<file path="src/rtl/burst_pkg.sv">
package burst_pkg;
  localparam int LEN_CODE_W = 3;
  localparam logic [LEN_CODE_W-1:0] LEN_ONE   = 3'b000;
  localparam logic [LEN_CODE_W-1:0] LEN_TWO   = 3'b001;
  localparam logic [LEN_CODE_W-1:0] LEN_FOUR  = 3'b010;
  localparam logic [LEN_CODE_W-1:0] LEN_EIGHT = 3'b011;
  localparam logic [LEN_CODE_W-1:0] LEN_PAGE  = 3'b111;
endpackage

</file>
<file path="src/rtl/burst_mode_dec.sv">
module burst_mode_dec
  import burst_pkg::*;
#(
  parameter int COL_W = 8
) (
  input  logic [LEN_CODE_W-1:0] len_code,
  input  logic                  ilv_in,
  input  logic                  single_wr,
  input  logic                  is_write,
  output logic [COL_W-1:0]      span_mask,
  output logic                  ilv,
  output logic                  full_page,
  output logic                  bad
);
  localparam logic [COL_W-1:0] MASK_ONE   = COL_W'(0);
  localparam logic [COL_W-1:0] MASK_TWO   = COL_W'(1);
  localparam logic [COL_W-1:0] MASK_FOUR  = COL_W'(3);
  localparam logic [COL_W-1:0] MASK_EIGHT = COL_W'(7);

  logic one_beat;

  always_comb begin
    one_beat  = single_wr & is_write;
    ilv       = ilv_in;
    full_page = 1'b0;
    bad       = 1'b0;
    span_mask = MASK_ONE;
    case (len_code)
      LEN_ONE:   span_mask = MASK_ONE;
      LEN_TWO:   span_mask = MASK_TWO;
      LEN_FOUR:  span_mask = MASK_FOUR;
      LEN_EIGHT: span_mask = MASK_EIGHT;
      LEN_PAGE: begin
        span_mask = '1;
        full_page = 1'b1;
      end
      default:   bad = 1'b1;
    endcase
    if (one_beat) begin
      span_mask = MASK_ONE;
      full_page = 1'b0;
    end
    if (ilv_in && full_page) bad = 1'b1;
  end
endmodule

</file>
<file path="src/rtl/burst_addr_calc.sv">
module burst_addr_calc #(
  parameter int COL_W = 8
) (
  input  logic [COL_W-1:0] start,
  input  logic [COL_W-1:0] idx,
  input  logic [COL_W-1:0] span_mask,
  input  logic             ilv,
  output logic [COL_W-1:0] addr
);
  logic [COL_W-1:0] sum;
  assign sum = start + idx;

  for (genvar b = 0; b < COL_W; b++) begin : g_bit
    logic moving;
    assign moving  = ilv ? (start[b] ^ idx[b]) : sum[b];
    assign addr[b] = span_mask[b] ? moving : start[b];
  end
endmodule

</file>
<file path="src/rtl/burst_seq.sv">
module burst_seq #(
  parameter int COL_W = 8
) (
  input  logic             clk,
  input  logic             rst,
  input  logic             cmd_valid,
  input  logic             stop_req,
  input  logic             suspend,
  input  logic [COL_W-1:0] start_col,
  input  logic [COL_W-1:0] cfg_mask,
  input  logic             cfg_ilv,
  input  logic             cfg_full,
  input  logic             cfg_bad,
  output logic [COL_W-1:0] nxt_start,
  output logic [COL_W-1:0] nxt_idx,
  output logic [COL_W-1:0] nxt_mask,
  output logic             nxt_ilv,
  output logic             act_q,
  output logic             last_q,
  output logic             err_q
);
  logic [COL_W-1:0] start_q, idx_q, mask_q;
  logic             ilv_q, full_q;
  logic             act_n, full_n, err_n, last_n;

  always_comb begin
    act_n     = act_q;
    nxt_start = start_q;
    nxt_idx   = idx_q;
    nxt_mask  = mask_q;
    nxt_ilv   = ilv_q;
    full_n    = full_q;
    err_n     = 1'b0;
    if (!suspend) begin
      if (cmd_valid) begin
        if (cfg_bad) begin
          act_n = 1'b0;
          err_n = 1'b1;
        end else begin
          act_n     = 1'b1;
          nxt_start = start_col;
          nxt_idx   = '0;
          nxt_mask  = cfg_mask;
          nxt_ilv   = cfg_ilv;
          full_n    = cfg_full;
        end
      end else if (act_q) begin
        if (stop_req && full_q) begin
          act_n = 1'b0;
        end else begin
          err_n = stop_req;
          if (!full_q && idx_q == mask_q) act_n = 1'b0;
          else nxt_idx = idx_q + 1'b1;
        end
      end
    end
    last_n = act_n && !full_n && (nxt_idx == nxt_mask);
  end

  always_ff @(posedge clk) begin
    if (rst) begin
      act_q   <= 1'b0;
      last_q  <= 1'b0;
      err_q   <= 1'b0;
      start_q <= '0;
      idx_q   <= '0;
      mask_q  <= '0;
      ilv_q   <= 1'b0;
      full_q  <= 1'b0;
    end else begin
      act_q   <= act_n;
      last_q  <= last_n;
      err_q   <= err_n;
      start_q <= nxt_start;
      idx_q   <= nxt_idx;
      mask_q  <= nxt_mask;
      ilv_q   <= nxt_ilv;
      full_q  <= full_n;
    end
  end

  assert_span_shape_R1: assert property (@(posedge clk) disable iff (rst)
    act_q |-> (((mask_q + 1'b1) & mask_q) == '0));
  assert_idx_in_span_R3: assert property (@(posedge clk) disable iff (rst)
    (act_q && !full_q) |-> (idx_q <= mask_q));
  assert_page_stop_R8: assert property (@(posedge clk) disable iff (rst)
    (act_q && full_q && stop_req && !cmd_valid && !suspend) |=> (!act_q && !err_q));
  assert_bad_cmd_R11: assert property (@(posedge clk) disable iff (rst)
    (cmd_valid && !suspend && cfg_bad) |=> (err_q && !act_q));
  assert_freeze_R12: assert property (@(posedge clk) disable iff (rst)
    suspend |=> ($stable(idx_q) && $stable(act_q) && $stable(start_q)));
endmodule

</file>
<file path="src/rtl/sdram_burst_colgen.sv">
module sdram_burst_colgen
  import burst_pkg::*;
#(
  parameter int COL_W = 8
) (
  input  logic                  clk,
  input  logic                  rst,
  input  logic                  cmd_valid,
  input  logic                  cmd_write,
  input  logic [COL_W-1:0]      start_col,
  input  logic [LEN_CODE_W-1:0] burst_len_code,
  input  logic                  burst_ilv,
  input  logic                  single_write,
  input  logic                  stop_req,
  input  logic                  suspend,
  output logic [COL_W-1:0]      col_addr,
  output logic                  beat_valid,
  output logic                  last_beat,
  output logic                  mode_err
);
  logic [COL_W-1:0] cfg_mask, nxt_start, nxt_idx, nxt_mask, addr_n;
  logic             cfg_ilv, cfg_full, cfg_bad, nxt_ilv;

  burst_mode_dec #(.COL_W(COL_W)) u_dec (
    .len_code  (burst_len_code),
    .ilv_in    (burst_ilv),
    .single_wr (single_write),
    .is_write  (cmd_write),
    .span_mask (cfg_mask),
    .ilv       (cfg_ilv),
    .full_page (cfg_full),
    .bad       (cfg_bad)
  );

  burst_seq #(.COL_W(COL_W)) u_seq (
    .clk       (clk),
    .rst       (rst),
    .cmd_valid (cmd_valid),
    .stop_req  (stop_req),
    .suspend   (suspend),
    .start_col (start_col),
    .cfg_mask  (cfg_mask),
    .cfg_ilv   (cfg_ilv),
    .cfg_full  (cfg_full),
    .cfg_bad   (cfg_bad),
    .nxt_start (nxt_start),
    .nxt_idx   (nxt_idx),
    .nxt_mask  (nxt_mask),
    .nxt_ilv   (nxt_ilv),
    .act_q     (beat_valid),
    .last_q    (last_beat),
    .err_q     (mode_err)
  );

  burst_addr_calc #(.COL_W(COL_W)) u_calc (
    .start     (nxt_start),
    .idx       (nxt_idx),
    .span_mask (nxt_mask),
    .ilv       (nxt_ilv),
    .addr      (addr_n)
  );

  always_ff @(posedge clk) begin
    if (rst) col_addr <= '0;
    else     col_addr <= addr_n;
  end

  assert_last_closes_R6: assert property (@(posedge clk) disable iff (rst)
    (last_beat && !suspend && !cmd_valid) |=> !beat_valid);
  assert_addr_freeze_R12: assert property (@(posedge clk) disable iff (rst)
    suspend |=> ($stable(col_addr) && $stable(beat_valid) && $stable(last_beat)));
  assert_last_has_valid_R6: assert property (@(posedge clk) disable iff (rst)
    last_beat |-> beat_valid);
endmodule

</file>
<file path="config.mk">
export PLATFORM = sky130hd
export DESIGN_NAME = sdram_burst_colgen
export DESIGN_NICKNAME = d
export VERILOG_FILES = /design/src/rtl/burst_pkg.sv /design/src/rtl/burst_mode_dec.sv /design/src/rtl/burst_addr_calc.sv /design/src/rtl/burst_seq.sv /design/src/rtl/sdram_burst_colgen.sv
export SDC_FILE = /design/constraint.sdc
export NUM_CORES = 1
export LEC_CHECK = 0
export BUFFER_PORTS_ARGS = -buffer_cell sky130_fd_sc_hd__buf_4
export CAP_MARGIN = 20
export CORE_ASPECT_RATIO = 1.75
export CORE_MARGIN = 10
export CORE_UTILIZATION = 50
export DETAILED_ROUTE_END_ITERATION = 8
export GPL_TIMING_DRIVEN = 1
export PLACE_DENSITY = 0.74
export SYNTH_ARGS = -nofsm -noshare
export SYNTH_HDL_FRONTEND = slang
export SYNTH_SLANG_ARGS = --single-unit
</file>
<file path="constraint.sdc">
create_clock -name clk -period 3.5 [get_ports clk]
set_clock_uncertainty 0.2 [all_clocks]
set_input_delay 0.175 -clock clk [delete_from_list [all_inputs] [get_ports clk]]
set_output_delay 0.175 -clock clk [all_outputs]
set_load 0.01 [all_outputs]
</file>
==> impl_metrics.yaml, run 1 <==
run_status:
  outcome: "complete, no violations"
critical_path:
  worstPathRequired_ns: 3.47
  critical-path-max-stage-delay_ns: 0.52
  crit_family: "simple AND/OR/NAND/NOR gates"
  crit_path_max_fanout: 14
  worst_ep_arrival_time_ns: 3.31
  regToRegEndpoint: "col_addr[7]"
  crit_path_end_kind: "register"
  reg2reg_from: "u_seq.mask_q[1]"
  crit_slowest_cell: "dlygate4sd3_1"
  reg2reg_slack_ns: 0.19
  crit_type: "input pin to register"
  ff2ff_path_depth: 13
  crit_buf_inv: 2
  cp.depth: 12
  worstSetupStartpointType: "input pin"
  crit_chain: "dlygate4sd3_1, buf_4, and2b_2, nand2_4, mux2_2, ha_1, and3_4, a32oi_2, o2111ai_2, a31o_1, and3_1, mux2_4"
detailed_routing:
  firstDrtPassIters: 6
  via_per_inst: 5.58
  ant_nets: 0
  vias: 1965
  drt_iter0_drc: 69
  routedWlPerCell_um: 15.4
  wl_um: 5430
  drc: 0
synthesis:
  synthesis.nets: 278
  avgSynthCellArea_um2: 8.98
  yosys.cell_types.count: 56
  synth_edf_count: 0
  ys_seq_area_share_pct: 33.1
  synth_ff_type: "dfxtp_1"
  yosysTopAreaCellShare_pct: 33.1
  ys_ff_latch: 37
  synthTopCellsByArea: "dfxtp_1, ha_1, nor2_1"
  async_reset_ff_share_pct: 0
  yosysTopAreaCell: "dfxtp_1"
  yosys_warnings: 0
  netlist_area_um2: 2240
  netlist_instances: 249
die:
  start_util_pct: 51.3
  coreArea_um2: 4360
  ios: 30
  rows: 32
  die_height_um: 108
  dieWidth_um: 70.6
  die-area_um2: 7660
global_route:
  grt_use_met1_pct: 14.6
  overflow: 0
  grt_util_met3_pct: 2.66
  track_usage_pct: 13.8
  antenna_found_initial: 0
  first_global_vias: 1943
  grtUsageMet2_pct: 25.0
  grt_first_pass_wirelength_um: 8800
  gr-max-usage-layer: "met2"
  grt_max_degree: 37
sta:
  hold_viol: 0
  slew_viol_final: 0
  rsz0062_at_grt: "false"
  setup_violations: 0
  max_freq_mhz: 299
  tightest_slew_ns: 0.455
  tns_ns: 0
  relSlewSlack_pct: 69.6
  period_share_pct: 95.6
  min_period_ns: 3.35
cts:
  cts_buffers: 5
  cts_sinks: 37
  htreeDepth: 2
  root_buffer: "clkbuf_8"
  cts_buffer_depth: 2
  path_clk_slew_ns: 0.06
  clock_latency_ns: 0.28
  cts_tree: "yes"
placement:
  place_congestion: 0.921
  dp.final_hpwl_um: 4030
  port_buffers: 29
job:
  max-cap-violations: 0
layout:
  final_cell_mix: "buf_4, dfxtp_1, nor2_1, a21oi_1"
  num-nets-final: 330
  diodes: 0
  fillers: 378
  synthToLayoutAreaGrowth_pct: 25.8
  fin_util_pct: 64.5
  drive_gt1_share_pct: 30.2
  final_common_cell: "buf_4"
hold_path:
  hold_depth: 3
  min_to: "u_seq.start_q[7]"
  hold_start: "start_col[7]"
  hold_path_class: "input pin to register"
pwr:
  ir_worst_vdd_v: 0.000279
  p_per_area_nw_per_um2: 306
  leakagePower_nw: 1.34
through the flow:
step | power, mW | area, um^2 | hold slack [ns] | setup WS [ns] | instances
final | 0.861 | 2810 | 0.00996 | 0.153 | 352
after floorplan | 0.520 | 2240 | 0.138 | 0.0680 | 249
after global routing | 0.902 | 2810 | 0.0605 | 0.0197 | 352
after global placement | 0.567 | 2580 | 0.233 | 0.104 | 335
after CTS | 0.868 | 2710 | 0.00399 | 0.0538 | 346
after detailed placement | 0.570 | 2580 | 0.247 | 0.0401 | 335
worst reg2reg max path, stage by stage (launching register included):
cell and delay [ns]:
dfxtp_1 0.37, xor2_1 0.20, nor4_2 0.07, a31oi_2 0.22, nand3_1 0.12, or3_1 0.36
o21ai_2 0.10, ha_1 0.30, and3_4 0.19, a32oi_2 0.22, o2111ai_2 0.14, a31o_1 0.23
and3_1 0.18, mux2_4 0.29
logic make-up after synthesis:
logic type	share of synthesized area, %
buffers and inverters	3.47
adders and majority gates	5.59
muxes	9.00
DFF	33.1
xor gates and xnor gates	8.22
AOI/OAI and AO/OA	19.0
and+or+nand+nor	21.6
registers in the layout (all words and copies together) (netlist names):
signal,count
u_seq.start_q,8
col_addr,8
u_seq.ilv_q,1
u_seq.idx_q,8
u_seq.err_q,1
u_seq.mask_q,8
u_seq.full_q,1
u_seq.last_q,1
u_seq.act_q,1
routing by layer:
metal  wire length (um)  vias to the layer above
li1                   -                      986
met1               2150                      923
met2               3000                       44
met3                154                       12
met4                127                        0
met5                  0                        -
synth_stat cells (all sizes together) (2+ instances only):
cell	count
o31ai	2
o21ai	12
nand3	4
mux2	7
o211ai	3
or3	2
ha	10
nor3	5
a211oi	4
xnor2	9
clkbuf	5
a21o	4
dfxtp	37
nand4	3
a31oi	2
and2	4
inv	10
nand3b	2
nor2	29
nand2	15
buf	3
a21oi	18
nor2b	13
and3	7
xor2	12
mux2i	9
repair_timing:
action,CTS,global route
hold endpoints to repair,4,0
setup buffers,0,5
endpoints found under the setup margin,0,1
hold buffers,4,0
resized for setup,0,18
report_power, final:
part           switching, mW  leakage, nW  internal [mW]
logic                 0.0700        0.995         0.0637
clock network          0.134       0.0443          0.156
registers            0.00458        0.302          0.433
total                  0.209         1.34          0.652
area by class of cell:
class	instances	area [um^2]	area share, %
Timing Repair Buffer	52	404	14.4
Sequential cell	37	746	26.5
Multi-Input combinational cell	195	1480	52.5
Clock buffer	7	86.3	3.07
Inverter	10	37.5	1.33
Tap cell	51	63.8	2.27
worst max path at each step:
stage	from	end	slack, ns
6_report	suspend	col_addr[7]	0.15
5_1_grt	u_seq.mask_q[5]	col_addr[6]	0.02
3_5_place_dp	u_seq.idx_q[1]	col_addr[7]	0.04
2_1_floorplan	u_seq.idx_q[0]	col_addr[7]	0.07
4_1_cts	suspend	col_addr[7]	0.05
3_3_place_gp	u_seq.idx_q[1]	col_addr[7]	0.10
Power figures use the tool's default switching activity.
==> run 2, diff against run 1 <==
--- a/config.mk
+++ b/config.mk
@@ -8,11 +8,11 @@
 export BUFFER_PORTS_ARGS = -buffer_cell sky130_fd_sc_hd__buf_4
 export CAP_MARGIN = 20
 export CORE_ASPECT_RATIO = 1.75
-export CORE_MARGIN = 10
+export CORE_MARGIN = 1
 export CORE_UTILIZATION = 50
 export DETAILED_ROUTE_END_ITERATION = 8
 export GPL_TIMING_DRIVEN = 1
-export PLACE_DENSITY = 0.74
+export PLACE_DENSITY = 0.71
 export SYNTH_ARGS = -nofsm -noshare
 export SYNTH_HDL_FRONTEND = slang
 export SYNTH_SLANG_ARGS = --single-unit
==> constraint.sdc (replaced) <==
create_clock -name clk -period 3.7 [get_ports clk]
set_clock_uncertainty 0.2 [all_clocks]
set_input_delay 0.185 -clock clk [delete_from_list [all_inputs] [get_ports clk]]
set_output_delay 0.185 -clock clk [all_outputs]
set_load 0.01 [all_outputs]
==> run 2 against run 1 <==
Against the previous run:
- final area decreased by 4.4%
- critical endpoint unchanged
- sequential cell count unchanged
- core utilization decreased by 0.85 points
- cell count decreased by 3.7%
- highest routed layer unchanged
- sequential share of layout area increased by 1.1 points
==> impl_metrics.yaml, run 2 (synthesis gave the netlist of run 1 again) <==
critical_path:
  critical-path-max-stage-delay_ns: 0.34
  crit_path_end_kind: "register"
  crit_start: "u_seq.mask_q[4]"
  crit_slowest_cell: "dfxtp_1"
  worst_ep_arrival_time_ns: 3.54
  crit_family: "compound AO/OA/AOI/OAI gates"
  crit_path_max_fanout: 5
  crit_chain: "xor2_1, nor3_1, a31oi_2, buf_4, buf_4, a21oi_1, o21ai_0, o31ai_2, ha_1, and3_1, a32oi_2, o2111ai_2, a31o_1, and3_1, mux2_4"
  crit_buf_inv: 2
  worstPathRequired_ns: 3.68
  worstSetupStartpointType: "register"
  crit_type: "register to register"
  reg2reg_from: "u_seq.mask_q[4]"
global_route:
  grt_max_degree: 37
  grt_first_pass_wirelength_um: 8450
  track_usage_pct: 23.7
  first_global_vias: 1913
  overflow: 0
  antenna_found_initial: 0
sta:
  hold_ws_ns: 0.0136
  setup_slack_ns: 0.140
  period_share_pct: 96.2
  min_period_ns: 3.56
  setup_violations: 0
  max_freq_mhz: 281
  slew_viol_final: 0
  hold_viol: 0
  tightest_slew_ns: 0.756
  relSlewSlack_pct: 48.2
  tns_ns: 0
job:
  max-cap-violations: 0
die:
  die-area_um2: 4760
  ios: 30
  rows: 31
  start_util_pct: 52.9
  die_height_um: 90.5
  coreArea_um2: 4230
  dieWidth_um: 52.6
cts:
  path_clk_slew_ns: 0.07
  cts_tree: "yes"
  root_buffer: "clkbuf_8"
  cts_buffer_depth: 2
  cts_sinks: 37
  cts_buffers: 5
  htreeDepth: 2
  clock_latency_ns: 0.29
detailed_routing:
  drc: 0
  firstDrtPassIters: 4
  drt_iter0_drc: 32
  routedWlPerCell_um: 14.7
  ant_nets: 0
  vias: 1908
  wl_um: 4970
  via_per_inst: 5.63
layout:
  final_cells: 339
  num-nets-final: 319
  final_cell_mix: "buf_4, dfxtp_1, nor2_1, a21oi_1"
  drive_gt1_share_pct: 24.8
  synthToLayoutAreaGrowth_pct: 20.2
  seqCellArea_um2: 742
  fillers: 384
  multi_input_area_um2: 1440
  diodes: 0
  final_common_cell: "buf_4"
  fin_area_um2: 2690
  fin_util_pct: 63.6
pwr:
  power_frac_clock_pct: 34.8
  p_seq_share_pct: 51.0
  totalPowerFinal_mw: 0.811
  p_sw_share_pct: 24.6
  p_int_mw: 0.612
  switchingPower_mw: 0.199
  pwr-share-comb_pct: 14.3
  leakagePower_nw: 1.27
  ir_worst_vdd_v: 0.000323
  p_per_area_nw_per_um2: 301
hold_path:
  hold_start: "start_col[7]"
  hold_path_class: "input pin to register"
placement:
  port_buffers: 29
  dp_cells: 327
  dp_slack_ns: 0.156
  dpl_cell_area_um2: 2540
  dp.final_hpwl_um: 3760
  place_congestion: 0.850
run_status:
  outcome: "complete, no violations"
-- run 2: cell types whose count changed in the layout (fill, tap and decap cells not counted), sizes merged --
cell   change
nand2      -1
buf       -10
-- run 2: area by class of cell --
| type | instances | share of cell area (%) |
|---|---|---|
| multi-input combinational | 194 | 53.4 |
| tap | 49 | 2.28 |
| clock buffer | 7 | 3.21 |
| inverter | 10 | 1.40 |
| sequential | 37 | 27.6 |
| timing repair buffer | 42 | 12.1 |
-- run 2: repair_timing --
action / in CTS / in global routing
resized for setup: 0 / 5
endpoints found under the setup margin: 0 / 1
hold endpoints to repair: 4 / 0
buffers inserted: 0 / 1
hold buffers: 4 / 0
-- run 2: final timing paths --
| check | to | slack, ns | cells after the start |
|---|---|---|---|
| max | col_addr[7] | 0.14 | 15 |
| min | u_seq.start_q[7] | 0.01 | 3 |
| max reg2reg | col_addr[7] | 0.14 | 15 |
| min reg2reg | u_seq.start_q[2] | 0.30 | 2 |
-- run 2: worst register-to-register path, delay by kind of cell (launching register included) --
kind / cells / cell delay (ns)
buf+inv: 2 / 0.32
flops: 1 / 0.34
mux: 1 / 0.29
fa+ha+maj: 1 / 0.31
simple gates: 3 / 0.70
xor+xnor: 1 / 0.16
compound gates: 7 / 1.14
-- run 2: metal layers --
layer	vias up	track usage, %	share of wire (%)	wire length (um)
met5	-	0	0	0
met4	0	10.5	2.2	110
met3	11	3.54	2.4	120
met2	33	43.1	55	2740
met1	906	25.1	40	2000
li1	958	-	-	-
-- run 2: power by group through the flow --
stage | clock, mW | sequential, mW | combinational [mW]
finish | 0.282 | 0.413 | 0.116
global route | 0.303 | 0.414 | 0.128
CTS | 0.289 | 0.413 | 0.116
detailed placement | 0 | 0.422 | 0.113
global placement | 0 | 0.422 | 0.111
floorplan | 0 | 0.424 | 0.0678
